$ cat config.mk
export PLATFORM = sky130hd
export DESIGN_NAME = spi_sel_slave
export DESIGN_NICKNAME = d
export VERILOG_FILES = /design/src/rtl/spi_sel_pkg.sv /design/src/rtl/spi_sel_sync.sv /design/src/rtl/spi_sel_core.sv /design/src/rtl/spi_sel_host.sv /design/src/rtl/spi_sel_slave.sv
export SDC_FILE = /design/constraint.sdc
export NUM_CORES = 1
export LEC_CHECK = 0
export BUFFER_PORTS_ARGS = -buffer_cell sky130_fd_sc_hd__buf_2
export CORE_MARGIN = 5
export CORE_UTILIZATION = 55
export CTS_CLUSTER_DIAMETER = 50
export CTS_CLUSTER_SIZE = 24
export DETAILED_ROUTE_END_ITERATION = 6
export GPL_TIMING_DRIVEN = 0
export PLACE_DENSITY_LB_ADDON = 0.2
export SLEW_MARGIN = 20
export SYNTH_ARGS = -nofsm -noshare
export SYNTH_HDL_FRONTEND = slang
export SYNTH_SLANG_ARGS = --single-unit
$ cat constraint.sdc
create_clock -name clk -period 2 [get_ports clk]
set_clock_uncertainty 0.2 [all_clocks]
set_input_delay 0.3 -clock clk [delete_from_list [all_inputs] [get_ports clk]]
set_output_delay 0.3 -clock clk [all_outputs]
set_load 0.05 [all_outputs]
$ cat src/rtl/spi_sel_pkg.sv
package spi_sel_pkg;

  // Synchronized view of one bus line.
  typedef struct packed {
    logic lvl;   // synchronized level
    logic rise;  // 0 -> 1 seen this cycle
    logic fall;  // 1 -> 0 seen this cycle
  } line_evt_t;

  // Indices of the bus lines in the synchronizer bank.
  localparam int LINE_SCK  = 0;
  localparam int LINE_MOSI = 1;
  localparam int LINE_SEL  = 2;
  localparam int LINES     = 3;

endpackage

$ cat src/rtl/spi_sel_sync.sv
module spi_sel_sync
  import spi_sel_pkg::*;
#(
  parameter int   STAGES  = 2,
  parameter logic RST_VAL = 1'b0
) (
  input  logic      clk,
  input  logic      rst_n,
  input  logic      din,
  output line_evt_t evt
);

  // chain[0..STAGES-1] synchronize, chain[STAGES] holds the prior level
  logic [STAGES:0] chain;

  always_ff @(posedge clk or negedge rst_n) begin
    if (!rst_n) chain <= {(STAGES + 1){RST_VAL}};
    else        chain <= {chain[STAGES-1:0], din};
  end

  always_comb begin
    evt.lvl  = chain[STAGES-1];
    evt.rise = chain[STAGES-1] & ~chain[STAGES];
    evt.fall = ~chain[STAGES-1] & chain[STAGES];
  end

endmodule

$ cat src/rtl/spi_sel_core.sv
module spi_sel_core
  import spi_sel_pkg::*;
#(
  parameter int               DATA_W = 8,
  parameter logic [DATA_W-1:0] FILL  = '0,
  localparam int              CNT_W  = $clog2(DATA_W)
) (
  input  logic              clk,
  input  logic              rst_n,
  input  line_evt_t         sck,
  input  logic              mosi_lvl,
  input  line_evt_t         sel,
  input  logic [DATA_W-1:0] tx_hold,
  input  logic              tx_full,
  output logic              consume,
  output logic              byte_done,
  output logic [DATA_W-1:0] rx_byte,
  output logic              miso,
  output logic              abort,
  output logic              sel_act,
  output logic [CNT_W-1:0]  bit_cnt
);

  localparam logic [CNT_W-1:0] LAST = CNT_W'(DATA_W - 1);

  logic [CNT_W-1:0]  cnt_q;
  logic [DATA_W-1:0] rx_sh;
  logic [DATA_W-1:0] tx_sh;
  logic [DATA_W-1:0] rx_next;
  logic [DATA_W-1:0] load_val;
  logic              at_last;
  logic              in_frame;
  logic              reload_mid;

  always_comb begin
    sel_act    = ~sel.lvl;
    abort      = sel.rise;
    in_frame   = sel_act & ~sel.fall;
    at_last    = (cnt_q == LAST);
    rx_next    = {rx_sh[DATA_W-2:0], mosi_lvl};
    load_val   = tx_full ? tx_hold : FILL;
    reload_mid = in_frame & sck.fall & (cnt_q == '0);
    consume    = sel.fall | reload_mid;
    byte_done  = in_frame & sck.rise & at_last;
    rx_byte    = rx_next;
    miso       = tx_sh[DATA_W-1];
    bit_cnt    = cnt_q;
  end

  always_ff @(posedge clk or negedge rst_n) begin
    if (!rst_n) begin
      cnt_q <= '0;
      rx_sh <= '0;
      tx_sh <= '0;
    end else if (sel.rise) begin
      cnt_q <= '0;
      rx_sh <= '0;
      tx_sh <= '0;
    end else if (sel.fall) begin
      cnt_q <= '0;
      rx_sh <= '0;
      tx_sh <= load_val;
    end else if (sel_act) begin
      if (sck.rise) begin
        rx_sh <= rx_next;
        cnt_q <= at_last ? '0 : cnt_q + 1'b1;
      end else if (sck.fall) begin
        tx_sh <= (cnt_q == '0) ? load_val : {tx_sh[DATA_W-2:0], 1'b0};
      end
    end
  end

endmodule

$ cat src/rtl/spi_sel_host.sv
module spi_sel_host #(
  parameter int DATA_W = 8
) (
  input  logic              clk,
  input  logic              rst_n,
  input  logic              byte_done,
  input  logic [DATA_W-1:0] rx_byte,
  input  logic              consume,
  output logic              rx_valid,
  input  logic              rx_ready,
  output logic [DATA_W-1:0] rx_data,
  input  logic              tx_valid,
  output logic              tx_ready,
  input  logic [DATA_W-1:0] tx_data,
  output logic [DATA_W-1:0] tx_hold,
  output logic              tx_full
);

  logic wr;

  always_comb begin
    tx_ready = ~tx_full;
    wr       = tx_valid & ~tx_full;
  end

  always_ff @(posedge clk or negedge rst_n) begin
    if (!rst_n) begin
      rx_valid <= 1'b0;
      rx_data  <= '0;
    end else if (byte_done) begin
      rx_valid <= 1'b1;
      rx_data  <= rx_byte;
    end else if (rx_valid && rx_ready) begin
      rx_valid <= 1'b0;
    end
  end

  always_ff @(posedge clk or negedge rst_n) begin
    if (!rst_n) begin
      tx_full <= 1'b0;
      tx_hold <= '0;
    end else if (wr) begin
      tx_full <= 1'b1;
      tx_hold <= tx_data;
    end else if (consume) begin
      tx_full <= 1'b0;
    end
  end

endmodule

$ cat src/rtl/spi_sel_slave.sv
module spi_sel_slave
  import spi_sel_pkg::*;
#(
  parameter int DATA_W      = 8,
  parameter int SYNC_STAGES = 2,
  localparam int CNT_W      = $clog2(DATA_W)
) (
  input  logic              clk,
  input  logic              rst_n,
  input  logic              spi_sck,
  input  logic              spi_mosi,
  input  logic              spi_sel_n,
  output logic              spi_miso,
  output logic              spi_miso_oe,
  input  logic              miso_en,
  output logic              rx_valid,
  input  logic              rx_ready,
  output logic [DATA_W-1:0] rx_data,
  input  logic              tx_valid,
  output logic              tx_ready,
  input  logic [DATA_W-1:0] tx_data
);

  localparam logic [LINES-1:0] IDLE_LVL = LINES'(1) << LINE_SEL;

  logic [LINES-1:0]  raw;
  line_evt_t         evt [LINES];
  logic              consume;
  logic              byte_done;
  logic [DATA_W-1:0] rx_byte;
  logic              abort;
  logic              sel_act;
  logic [CNT_W-1:0]  bit_cnt;
  logic [DATA_W-1:0] tx_hold;
  logic              tx_full;

  always_comb begin
    raw            = '0;
    raw[LINE_SCK]  = spi_sck;
    raw[LINE_MOSI] = spi_mosi;
    raw[LINE_SEL]  = spi_sel_n;
  end

  for (genvar g = 0; g < LINES; g++) begin : g_sync
    spi_sel_sync #(
      .STAGES  (SYNC_STAGES),
      .RST_VAL (IDLE_LVL[g])
    ) u_sync (
      .clk   (clk),
      .rst_n (rst_n),
      .din   (raw[g]),
      .evt   (evt[g])
    );
  end

  spi_sel_core #(
    .DATA_W (DATA_W)
  ) u_core (
    .clk       (clk),
    .rst_n     (rst_n),
    .sck       (evt[LINE_SCK]),
    .mosi_lvl  (evt[LINE_MOSI].lvl),
    .sel       (evt[LINE_SEL]),
    .tx_hold   (tx_hold),
    .tx_full   (tx_full),
    .consume   (consume),
    .byte_done (byte_done),
    .rx_byte   (rx_byte),
    .miso      (spi_miso),
    .abort     (abort),
    .sel_act   (sel_act),
    .bit_cnt   (bit_cnt)
  );

  spi_sel_host #(
    .DATA_W (DATA_W)
  ) u_host (
    .clk       (clk),
    .rst_n     (rst_n),
    .byte_done (byte_done),
    .rx_byte   (rx_byte),
    .consume   (consume),
    .rx_valid  (rx_valid),
    .rx_ready  (rx_ready),
    .rx_data   (rx_data),
    .tx_valid  (tx_valid),
    .tx_ready  (tx_ready),
    .tx_data   (tx_data),
    .tx_hold   (tx_hold),
    .tx_full   (tx_full)
  );

  assign spi_miso_oe = miso_en & sel_act;

endmodule

# Yosys cells after proc, flatten, opt, wreduce, memory -nomap -nowiden
# Index checks and enable logic that the tools add are counted.
# word_totals
ff_bits	44
inputBits	16
# classes
eq_ne	3
n_reduce_logical	8
mux	20
bitwise	18
n_addsub	1
# op_table
op	count
2-to-1 mux 8 bit	7
2-to-1 mux 7 bit	4
2-to-1 mux 3 bit	5
bitwise AND 1 bit	11
inverter 1 bit	6
nonzero test 3 bit	2
2-to-1 mux 1 bit	4
nonzero test 2 bit	2
adder 3 x 1 -> 3 bit (second input constant)	1
== test 3 bit (second input constant)	1
zero test 3 bit	1
!= test 3 x 2 -> 1 bit (second input constant)	1
!= test 3 bit (second input constant)	1
AND reduction 3 bit	1
AND reduction 2 bit	1
logical AND 1 bit	1
bitwise OR 1 bit	1

# Longest topological paths before layout
# Gate-level depths: netlist of run 1.
# depth
depth_word	9
mapped_depth	6

# Cells and area by module
# From an unflattened synthesis of run 1, not the netlist that was laid out.
# unflattened
hier_cells	142
area_unflattened_um2	1965.6
# by_module_without_submodules
mod	cells_each	area_per_inst_um2	n_inst	seq_area_each_um2
spi_sel_core	82	957.2	1	450.4
spi_sel_host	41	705.7	1	450.4
spi_sel_sync at g_sync[0].u_sync ...	6	97.6	2	75.1
spi_sel_sync at g_sync[2].u_sync	6	101.3	1	78.8
spi_sel_slave	1	6.3	1	0.0

# Worst setup path before layout of run 1
# OpenSTA, ideal clock, no wires.
# synth_timing
kind	register to output
from	reg g_sync[2].u_sync.chain[1]
to	out spi_miso_oe
path_stages_with_launch	2
setup_slack_ns	0.432
path_buffers	0
arrival_ns	1.068
path_cell_list	dfstp_2 -> nor2b_1
# synth_between
elab_chain_cells	2
# synth_rtl
element	line_no	text
from (decl)	spi_sel_sync.sv:14	logic [STAGES:0] chain;
from (signal assigned)	spi_sel_sync.sv:17	if (!rst_n) chain <= {(STAGES + 1){RST_VAL}};
from (signal assigned)	spi_sel_sync.sv:18	else chain <= {chain[STAGES-1:0], din};
inverter 1 bit	spi_sel_core.sv:36	sel_act = ~sel.lvl;
bitwise AND 1 bit	spi_sel_slave.sv:93	assign spi_miso_oe = miso_en & sel_act;
to (decl)	spi_sel_slave.sv:14	output logic spi_miso_oe,
# No other way between the ends.

# Worst setup path after layout of run 1
# layout_timing
from	reg u_host.tx_full
to	out tx_ready
# layout_between
elab_chain_cells	1
# layout_rtl
element	line_no	text
from (decl)	spi_sel_host.sv:16	output logic tx_full
from (signal assigned)	spi_sel_host.sv:40	tx_full <= 1'b0;
from (signal assigned)	spi_sel_host.sv:43	tx_full <= 1'b1;
from (signal assigned)	spi_sel_host.sv:46	tx_full <= 1'b0;
inverter 1 bit	spi_sel_host.sv:22	tx_ready = ~tx_full;
to (decl)	spi_sel_slave.sv:20	output logic tx_ready,
# No other way between the ends.

==> impl_metrics.yaml, run 1 <==
clocking:
  number_of_levels_the_h_tree_was_split_into: 2
  resized_cells_post_cts: 0
  worst_setup_hold_path_clk_slew_ns: 0.13
  worstSkewPairLatency_ns: 0.35
  tritoncts.num_buffers: 5
  cts_tree: "built"
  ctsLongestPathBuffers: 2
  cts.root.buffer_cell: "clkbuf_4"
  post-cts-setup-buffer-count: 0
  tritoncts_num_sinks: 44
  post_cts_hold_buffer_count: 13
setup_path:
  crit_required_ns: 1.50
  max_stage_delay_ns: 0.37
  worst-r2r-cell-count: 4
  crit_path_start_kind: "register"
  worst_ep_arrival_time_ns: 1.30
  critical_path.endpoint_type: "primary output"
  slowest_stage: "dfrtp_1"
  critPathMaxFanout: 10
  critical_path.cell_chain: "clkbuf_1 -> inv_1 -> buf_2"
  setup.worst_path.class: "register to primary output"
min_path:
  hold_path_depth: 0
  worstHoldPathType: "register to register"
power:
  vdd_ir_drop_max_mv: 0.499
  leakage_dissipation_nw: 1.13
  total_power_w: 0.00182
  power_per_cell_area_nw_per_um2: 833
detailed_routing:
  postRouteWirelength_um: 3050
  dr_total_vias: 1133
  route.detailed.wl_per_inst_um: 13.5
  postRouteAntennaNets: 0
  post_drt_via_cell_ratio: 5.04
  drtIter0Drc: 82
  dr.pass1.iters: 4
  drc_errors: 0
sta:
  post-route-period-util_pct: 90.1
  setup_viol: 0
  tightestPinTransition_ns: 0.931
  final-max-slew-violation-count: 0
  max_freq_mhz: 555
  timing_hold_violations_final: 0
  grt_setup_unrepaired: "no"
  max_slew_margin_pct: 37.9
  finalSetupTns_ns: 0
  hold_slack_ns: 0.163
  time_the_worst_path_needs_with_i_o_delays_and_setup_ns: 1.80
synth:
  synth.avg_cell_area_um2: 13.5
  synth.yosys.seq_area_share_pct: 61.7
  synth_largest_area_cell: "dfrtp_1"
  post_synth_instance_area_um2: 1790
  ys_top_cells_by_area: "dfrtp_1, mux2_4, mux2_2"
  netlist.area_leader.share_pct: 57.3
  synth_warnings: 0
  syn_inst: 133
  yosys.cell_types.count: 23
  postSynthRegisterBits: 44
  synth_fp_nets: 152
grt:
  grt_remaining_overflow: 0
  groute.usage.overall_pct: 16.2
  antenna_found_initial: 0
  maximum_number_of_pins_on_one_net_before_global_route_repair: 45
  grt_pass1_vias: 1216
  first_pass_grt_wire_length_um: 5400
final_layout:
  drive_gt1_share_pct: 33.1
  diodes: 0
  fillers: 239
  synthesis_to_finish_area_growth_pct: 21.7
  finalNetCount: 199
  seq_area_um2: 1100
  multi_input_comb_area_um2: 642
  final_cell_area_um2: 2180
place:
  postPlaceCellArea_um2: 1980
  buffer_ports.inserted: 27
  gp_congestion: 0.721
  detailed_placer_s_ending_hpwl_um: 2030
floorplanning:
  core_area_um2: 3080
  die_w_um: 67.1
  dieArea_um2: 4500
  initial_utilization_pct: 58.2
  placement_rows: 20
  i_o_pin_count: 28
  dieHeight_um: 67.1
flow_run:
  timing.max_cap.violations: 0
outcome:
  status: "completed"
[flip-flops by register name, summed over array words and instances (netlist names)]
| signal | flops |
|---|---|
| u_host.tx_hold | 8 |
| u_core.rx_sh | 7 |
| u_core.bit_cnt | 3 |
| u_core.tx_sh | 8 |
| g_sync.u_sync.chain | 8 |
| u_host.rx_valid | 1 |
| u_host.tx_full | 1 |
| u_host.rx_data | 8 |
[metrics by stage]
stage / instances / utilization, % / worst slack [ns]
after global placement: 204 / 64.4 / 0.347
after detailed placement: 204 / 64.4 / 0.334
final: 225 / 70.9 / 0.198
after CTS: 225 / 70.9 / 0.158
after global routing: 225 / 70.9 / 0.0522
after floorplan: 133 / - / 0.432
[cells by family (layout without fill, tap and decap cells)]
group / after synthesis / after routing / synth area share [%]
adder cells (fa/ha/maj): 3 / 3 / 2.10
multiplexers: 23 / 23 / 15.6
AND/OR/NAND/NOR: 28 / 28 / 8.94
AO/OA/AOI/OAI: 24 / 24 / 9.15
buffers and inverters: 11 / 59 / 2.51
flip-flops: 44 / 44 / 61.7
[final timing paths]
path	from	to	slack, ns
max	u_host.tx_full$_DFFE_PN0P_	tx_ready	0.20
min reg2reg	g_sync[1].u_sync.chain[0]$_DFF_PN0_	g_sync[1].u_sync.chain[1]$_DFF_PN0_	0.16
max in group asynchronous	rst_n	g_sync[0].u_sync.chain[0]$_DFF_PN0_	0.60
min	g_sync[1].u_sync.chain[0]$_DFF_PN0_	g_sync[1].u_sync.chain[1]$_DFF_PN0_	0.16
max reg2reg	u_core.bit_cnt[0]$_DFFE_PN0P_	u_host.rx_data[1]$_DFFE_PN0P_	0.34
min in group asynchronous	rst_n	u_host.rx_data[7]$_DFFE_PN0P_	0.42
[synth_stat cells, drive strengths merged]
library cell,count
a22o,9
nand3,2
inv,7
nor2b,5
nand2b,1
clkbuf,1
mux2,16
and2,7
o21ai,13
or2,1
mux2i,7
ha,3
dfrtp,41
dfstp,3
a31oi,1
a32o,1
nand2,12
buf,3
[worst max-delay path: cells and delay by family, from the launching register on]
family / cells / cell delay [ns]
flops: 1 / 0.37
buf+inv: 3 / 0.57
[where the power goes]
group / switching (W) / internal [W]
Combinational: 0.000155 / 0.000150
Clock: 0.000263 / 0.000207
Sequential: 0.0000505 / 0.000992
[placed cells by master (no fill, tap or decap), drive strengths merged]
cell	Yosys	final
dlygate4sd3	0	13
nand3	2	2
or2	1	1
clkbuf	1	9
inv	7	7
ha	3	3
a31oi	1	1
mux2i	7	7
buf	3	30
mux2	16	16
nand2b	1	1
o21ai	13	13
dfstp	3	3
nand2	12	12
and2	7	7
nor2b	5	5
dfrtp	41	41
a32o	1	1
a22o	9	9
[metal layers]
layer  vias up  wire, µm  track usage, %
met1       559      1410            19.3
met4         0        40            5.32
met5         -         0               0
li1        547         -               -
met3         5       126            6.24
met2        22      1470            26.7
[area by class of cell]
class	instances	area share [%]
Sequential cell	44	50.7
Multi-Input combinational cell	78	29.4
Timing Repair Buffer	40	12.2
Clock buffer	8	3.16
Tap cell	44	2.52
Inverter	7	1.20
Buffer	4	0.861
No activity file was read; power rests on OpenSTA's default activity.
==> run 2: changes to the inputs <==
--- a/config.mk
+++ b/config.mk
@@ -7,7 +7,7 @@
 export LEC_CHECK = 0
 export BUFFER_PORTS_ARGS = -buffer_cell sky130_fd_sc_hd__buf_2
 export CORE_MARGIN = 5
-export CORE_UTILIZATION = 55
+export CORE_UTILIZATION = 49
 export CTS_CLUSTER_DIAMETER = 50
 export CTS_CLUSTER_SIZE = 24
 export DETAILED_ROUTE_END_ITERATION = 6
==> constraint.sdc (replaced) <==
create_clock -name clk -period 1.5 [get_ports clk]
set_clock_uncertainty 0.2 [all_clocks]
set_input_delay 0.225 -clock clk [delete_from_list [all_inputs] [get_ports clk]]
set_output_delay 0.225 -clock clk [all_outputs]
set_load 0.05 [all_outputs]
==> impl_metrics.yaml, run 2 (synthesis gave the netlist of run 1 again) <==
outcome:
  status: "finished with violations"
  failed_checks: "negative setup slack"
sta:
  max_slew_margin_pct: 62.2
  post-route-period-util_pct: 108
  final-max-slew-violation-count: 0
  max_freq_mhz: 618
  timing_hold_violations_final: 0
  hold_slack_ns: 0.153
  tightestPinTransition_ns: 0.567
  time_the_worst_path_needs_with_i_o_delays_and_setup_ns: 1.62
  setup_viol: 17
  timing.final.ws_setup_ns: -0.119
  grt_setup_unrepaired: "yes"
clocking:
  tritoncts_num_sinks: 44
  worst_setup_hold_path_clk_slew_ns: 0.08
  worstSkewPairLatency_ns: 0.30
  cts.root.buffer_cell: "clkbuf_8"
  tritoncts.num_buffers: 5
  cts_tree: "built"
  number_of_levels_the_h_tree_was_split_into: 2
  ctsLongestPathBuffers: 2
setup_path:
  rrSetupSlack_ns: -0.12
  setup.worst_path.class: "register to register"
  critPathLaunch: "g_sync[2].u_sync.chain[1]$_DFF_PN1_"
  critical_path.endpoint_type: "register"
  crit-reg2reg-launch: "g_sync[2].u_sync.chain[1]$_DFF_PN1_"
  worst_ep_arrival_time_ns: 1.60
  crit_required_ns: 1.48
  end_of_the_worst_register_to_register_path: "u_host.rx_data[1]$_DFFE_PN0P_"
  worst-r2r-cell-count: 4
  crit_path_start_kind: "register"
  critPathMaxFanout: 9
  endpoint: "u_host.rx_data[1]$_DFFE_PN0P_"
grt:
  groute.usage.overall_pct: 14.2
  grt_pass1_vias: 1193
  grt_remaining_overflow: 0
  maximum_number_of_pins_on_one_net_before_global_route_repair: 45
  antenna_found_initial: 0
  first_pass_grt_wire_length_um: 5660
place:
  postPlaceCellArea_um2: 1990
  gp_congestion: 0.719
  place_inst: 208
  buffer_ports.inserted: 27
  detailed_placer_s_ending_hpwl_um: 2060
  place_ws_ns: -0.137
final_layout:
  layout.cells.most_common: "dfrtp_1"
  fillers: 253
  layout_common_cells: "dfrtp_1, buf_2, dlygate4sd3_1, nand2_1, a22o_1"
  synthesis_to_finish_area_growth_pct: 36.7
  finalNetCount: 210
  stdcell_count: 240
  final_cell_utilization_of_the_core_pct: 67.9
  diodes: 0
  drive_gt1_share_pct: 43.2
  final_cell_area_um2: 2450
floorplanning:
  dieHeight_um: 70.5
  dieArea_um2: 4970
  placement_rows: 22
  core_area_um2: 3610
  i_o_pin_count: 28
  initial_utilization_pct: 49.7
  die_w_um: 70.5
detailed_routing:
  post_drt_via_cell_ratio: 4.97
  postRouteAntennaNets: 0
  drc_errors: 0
  postRouteWirelength_um: 3420
  route.detailed.wl_per_inst_um: 14.2
  dr.pass1.iters: 4
  drtIter0Drc: 75
  dr_total_vias: 1193
power:
  vdd_ir_drop_max_mv: 0.739
  power_per_cell_area_nw_per_um2: 1160
  leakage_dissipation_nw: 1.22
min_path:
  worstHoldPathType: "register to register"
flow_run:
  timing.max_cap.violations: 0
run 2: cell count changes in the layout (fill, tap and decap cells not counted), sizes merged:
cell,delta
buf,+11
bufinv,+1
clkbuf,-4
o21ai,+1
clkinv,+2
run 2: routing by layer:
layer  up-vias  global-route usage, %  wire length, µm
li1        578                      -                -
met1       580                   18.6             1460
met2        30                   21.8             1700
met3         5                   5.04              199
met4         0                   5.11               48
met5         -                      0                0
run 2: how the worst min path moves through the flow:
stage	to	cells past startpoint	start
after floorplan	g_sync[0].u_sync.chain[0]$_DFF_PN0_	0	rst_n
after global placement	g_sync[2].u_sync.chain[0]$_DFF_PN1_	1	spi_sel_n
after detailed placement	g_sync[2].u_sync.chain[0]$_DFF_PN1_	1	spi_sel_n
after CTS	g_sync[0].u_sync.chain[1]$_DFF_PN0_	0	g_sync[0].u_sync.chain[0]$_DFF_PN0_
after global routing	g_sync[0].u_sync.chain[1]$_DFF_PN0_	0	g_sync[0].u_sync.chain[0]$_DFF_PN0_
final	g_sync[0].u_sync.chain[1]$_DFF_PN0_	0	g_sync[0].u_sync.chain[0]$_DFF_PN0_
run 2: power breakdown:
group	total (W)	leakage [nW]	internal, W	switching [W]
clock network	0.000909	0.0583	0.000501	0.000408
registers	0.00140	0.567	0.00132	0.0000727
logic	0.000531	0.596	0.000286	0.000245
total	0.00284	1.22	0.00211	0.000726
run 2: worst max-delay path, cell delays in order, from the launching register on:
cell,delay [ns]
dfstp_2,0.40
or2_4,0.28
nor2b_4,0.20
nand2_8,0.11
mux2_4,0.31
run 2: layout make-up:
| class | count | area (µm²) | area share (%) |
|---|---|---|---|
| Clock buffer | 5 | 68.8 | 2.81 |
| Buffer | 4 | 42.5 | 1.74 |
| Multi-Input combinational cell | 79 | 709 | 29.0 |
| Tap cell | 48 | 60.1 | 2.45 |
| Timing Repair Buffer | 50 | 389 | 15.9 |
| Clock inverter | 3 | 47.5 | 1.94 |
| Sequential cell | 44 | 1100 | 45.1 |
| Inverter | 7 | 26.3 | 1.07 |
run 2: per-stage QoR:
| step | total power, W | setup TNS (ns) |
|---|---|---|
| after floorplan | 0.00168 | 0 |
| after global placement | 0.00178 | -1.04 |
| after detailed placement | 0.00181 | -1.63 |
| after CTS | 0.00278 | -1.27 |
| after global routing | 0.00298 | -2.34 |
| final | 0.00284 | -1.29 |
run 2: what timing repair did:
action                                 4_1_cts  5_1_grt
cloned                                       0        1
setup buffers                                0        9
gates resized for setup                     19       15
pin swaps                                    3        3
endpoints found under the hold margin       53        0
setup endpoints to repair                   27       28
hold buffers                                13        0
==> run 3: changes to the inputs <==
--- a/config.mk
+++ b/config.mk
@@ -7,7 +7,7 @@
 export LEC_CHECK = 0
 export BUFFER_PORTS_ARGS = -buffer_cell sky130_fd_sc_hd__buf_2
 export CORE_MARGIN = 5
-export CORE_UTILIZATION = 49
+export CORE_UTILIZATION = 55
 export CTS_CLUSTER_DIAMETER = 50
 export CTS_CLUSTER_SIZE = 24
 export DETAILED_ROUTE_END_ITERATION = 6
==> constraint.sdc (replaced) <==
create_clock -name clk -period 1.6 [get_ports clk]
set_clock_uncertainty 0.2 [all_clocks]
set_input_delay 0.24 -clock clk [delete_from_list [all_inputs] [get_ports clk]]
set_output_delay 0.24 -clock clk [all_outputs]
set_load 0.05 [all_outputs]
==> impl_metrics.yaml, run 3 (synthesis gave the netlist of run 1 again) <==
outcome:
  status: "finished with violations"
  failed_checks: "negative setup slack"
flow_run:
  timing.max_cap.violations: 0
detailed_routing:
  postRouteWirelength_um: 3180
  route.detailed.wl_per_inst_um: 13.9
  dr_total_vias: 1161
  drtIter0Drc: 56
  dr.pass1.iters: 4
  drc_errors: 0
  postRouteAntennaNets: 0
  post_drt_via_cell_ratio: 5.07
final_layout:
  stdcell_count: 229
  drive_gt1_share_pct: 39.5
  diodes: 0
  layout_common_cells: "dfrtp_1, buf_2, dlygate4sd3_1, nand2_1, a22o_1"
  fillers: 222
  finalNetCount: 203
  multi_input_comb_area_um2: 689
  layout.cells.most_common: "dfrtp_1"
  seq_area_um2: 1100
  synthesis_to_finish_area_growth_pct: 27.8
clocking:
  cts_tree: "built"
  number_of_levels_the_h_tree_was_split_into: 2
  tritoncts_num_sinks: 44
  ctsLongestPathBuffers: 2
  worstSkewPairLatency_ns: 0.35
  tritoncts.num_buffers: 5
  worst_setup_hold_path_clk_slew_ns: 0.12
  cts.root.buffer_cell: "clkbuf_4"
setup_path:
  setup.worst_path.class: "register to register"
  critPathMaxFanout: 5
  worst-r2r-cell-count: 4
  crit_path_start_kind: "register"
  worst_ep_arrival_time_ns: 1.66
  crit_required_ns: 1.63
  critical_path.endpoint_type: "register"
floorplanning:
  die_w_um: 67.1
  i_o_pin_count: 28
  core_area_um2: 3080
  placement_rows: 20
  dieArea_um2: 4500
  initial_utilization_pct: 58.2
  dieHeight_um: 67.1
min_path:
  worstHoldPathType: "register to register"
  hold_path_depth: 0
grt:
  first_pass_grt_wire_length_um: 5610
  antenna_found_initial: 0
  maximum_number_of_pins_on_one_net_before_global_route_repair: 45
  grt_remaining_overflow: 0
  groute.usage.overall_pct: 16.8
  grt_pass1_vias: 1255
sta:
  post-route-period-util_pct: 101
  finalSetupTns_ns: -0.0547
  max_freq_mhz: 616
  setup_viol: 5
  tightestPinTransition_ns: 0.929
  time_the_worst_path_needs_with_i_o_delays_and_setup_ns: 1.62
  timing_hold_violations_final: 0
  final-max-slew-violation-count: 0
  timing.final.ws_setup_ns: -0.0238
  grt_setup_unrepaired: "yes"
  max_slew_margin_pct: 38.1
place:
  place_ws_ns: -0.0664
  place_inst: 204
  buffer_ports.inserted: 27
  detailed_placer_s_ending_hpwl_um: 2030
  gp_congestion: 0.721
power:
  vdd_ir_drop_max_mv: 0.624
  p_comb_share_pct: 19.3
  leakage_dissipation_nw: 1.18
  proportion_of_power_drawn_by_the_clock_network_pct: 25.2
  intPower_w: 0.00174
  seq_power_share_pct: 55.6
  power_per_cell_area_nw_per_um2: 1030
  switching_power_w: 0.000611
  sw_frac_of_total_pct: 26.0
[run 3: worst paths after layout]
check | from | end | slack, ns
max in group asynchronous | rst_n | g_sync[0].u_sync.chain[0]$_DFF_PN0_ | 0.26
hold reg to reg | g_sync[1].u_sync.chain[0]$_DFF_PN0_ | g_sync[1].u_sync.chain[1]$_DFF_PN0_ | 0.16
min in group asynchronous | rst_n | u_host.rx_data[7]$_DFFE_PN0P_ | 0.36
hold / removal | g_sync[1].u_sync.chain[0]$_DFF_PN0_ | g_sync[1].u_sync.chain[1]$_DFF_PN0_ | 0.16
setup reg to reg | g_sync[2].u_sync.chain[1]$_DFF_PN1_ | u_host.rx_data[1]$_DFFE_PN0P_ | -0.02
setup / recovery | g_sync[2].u_sync.chain[1]$_DFF_PN1_ | u_host.rx_data[1]$_DFFE_PN0P_ | -0.02
[run 3: cell type report]
type	count	share of cell area, %
timing repair buffer	43	13.3
buffer	4	1.69
tap	44	2.40
clock buffer	8	3.01
inverter	7	1.26
multi-input combinational	79	30.1
sequential	44	48.3
[run 3: repair_timing]
item	4_1_cts	5_1_grt
setup endpoints to repair	18	28
endpoints found under the hold margin	53	0
pin swaps	3	4
gates resized for setup	17	11
buffers inserted	1	2
hold buffers	13	0
cloned	1	0
[run 3: worst max-delay path, stage by stage (launching register included)]
cell and delay (ns):
dfstp_2 0.41, or2_4 0.26, nor2b_4 0.20, nand2_4 0.12
mux2_4 0.32
[run 3: power groups by stage]
stage | Sequential (W) | Combinational [W] | Clock [W]
2_1_floorplan | 0.00132 | 0.000255 | 0
3_3_place_gp | 0.00132 | 0.000353 | 0
3_5_place_dp | 0.00133 | 0.000363 | 0
4_1_cts | 0.00130 | 0.000420 | 0.000611
5_1_grt | 0.00132 | 0.000506 | 0.000668
6_report | 0.00131 | 0.000453 | 0.000592
[run 3: per-layer routing]
| metal | GRT usage [%] | part of all wire [%] | vias to the layer above |
|---|---|---|---|
| met1 | 20.3 | 47 | 575 |
| met4 | 5.32 | 1.3 | 0 |
| met2 | 27.6 | 48 | 24 |
| met3 | 6.24 | 4.3 | 5 |
| met5 | 0 | 0 | - |
| li1 | - | - | 557 |
[run 3: per-stage QoR]
step	area [µm²]	hold slack, ns	power [W]	util (%)
detailed placement	1980	0.144	0.00169	64.4
CTS	2250	0.165	0.00233	73.2
global placement	1980	0.139	0.00167	64.4
global route	2290	0.173	0.00250	74.4
floorplan	1790	-0.256	0.00158	-
finish	2290	0.164	0.00235	74.4
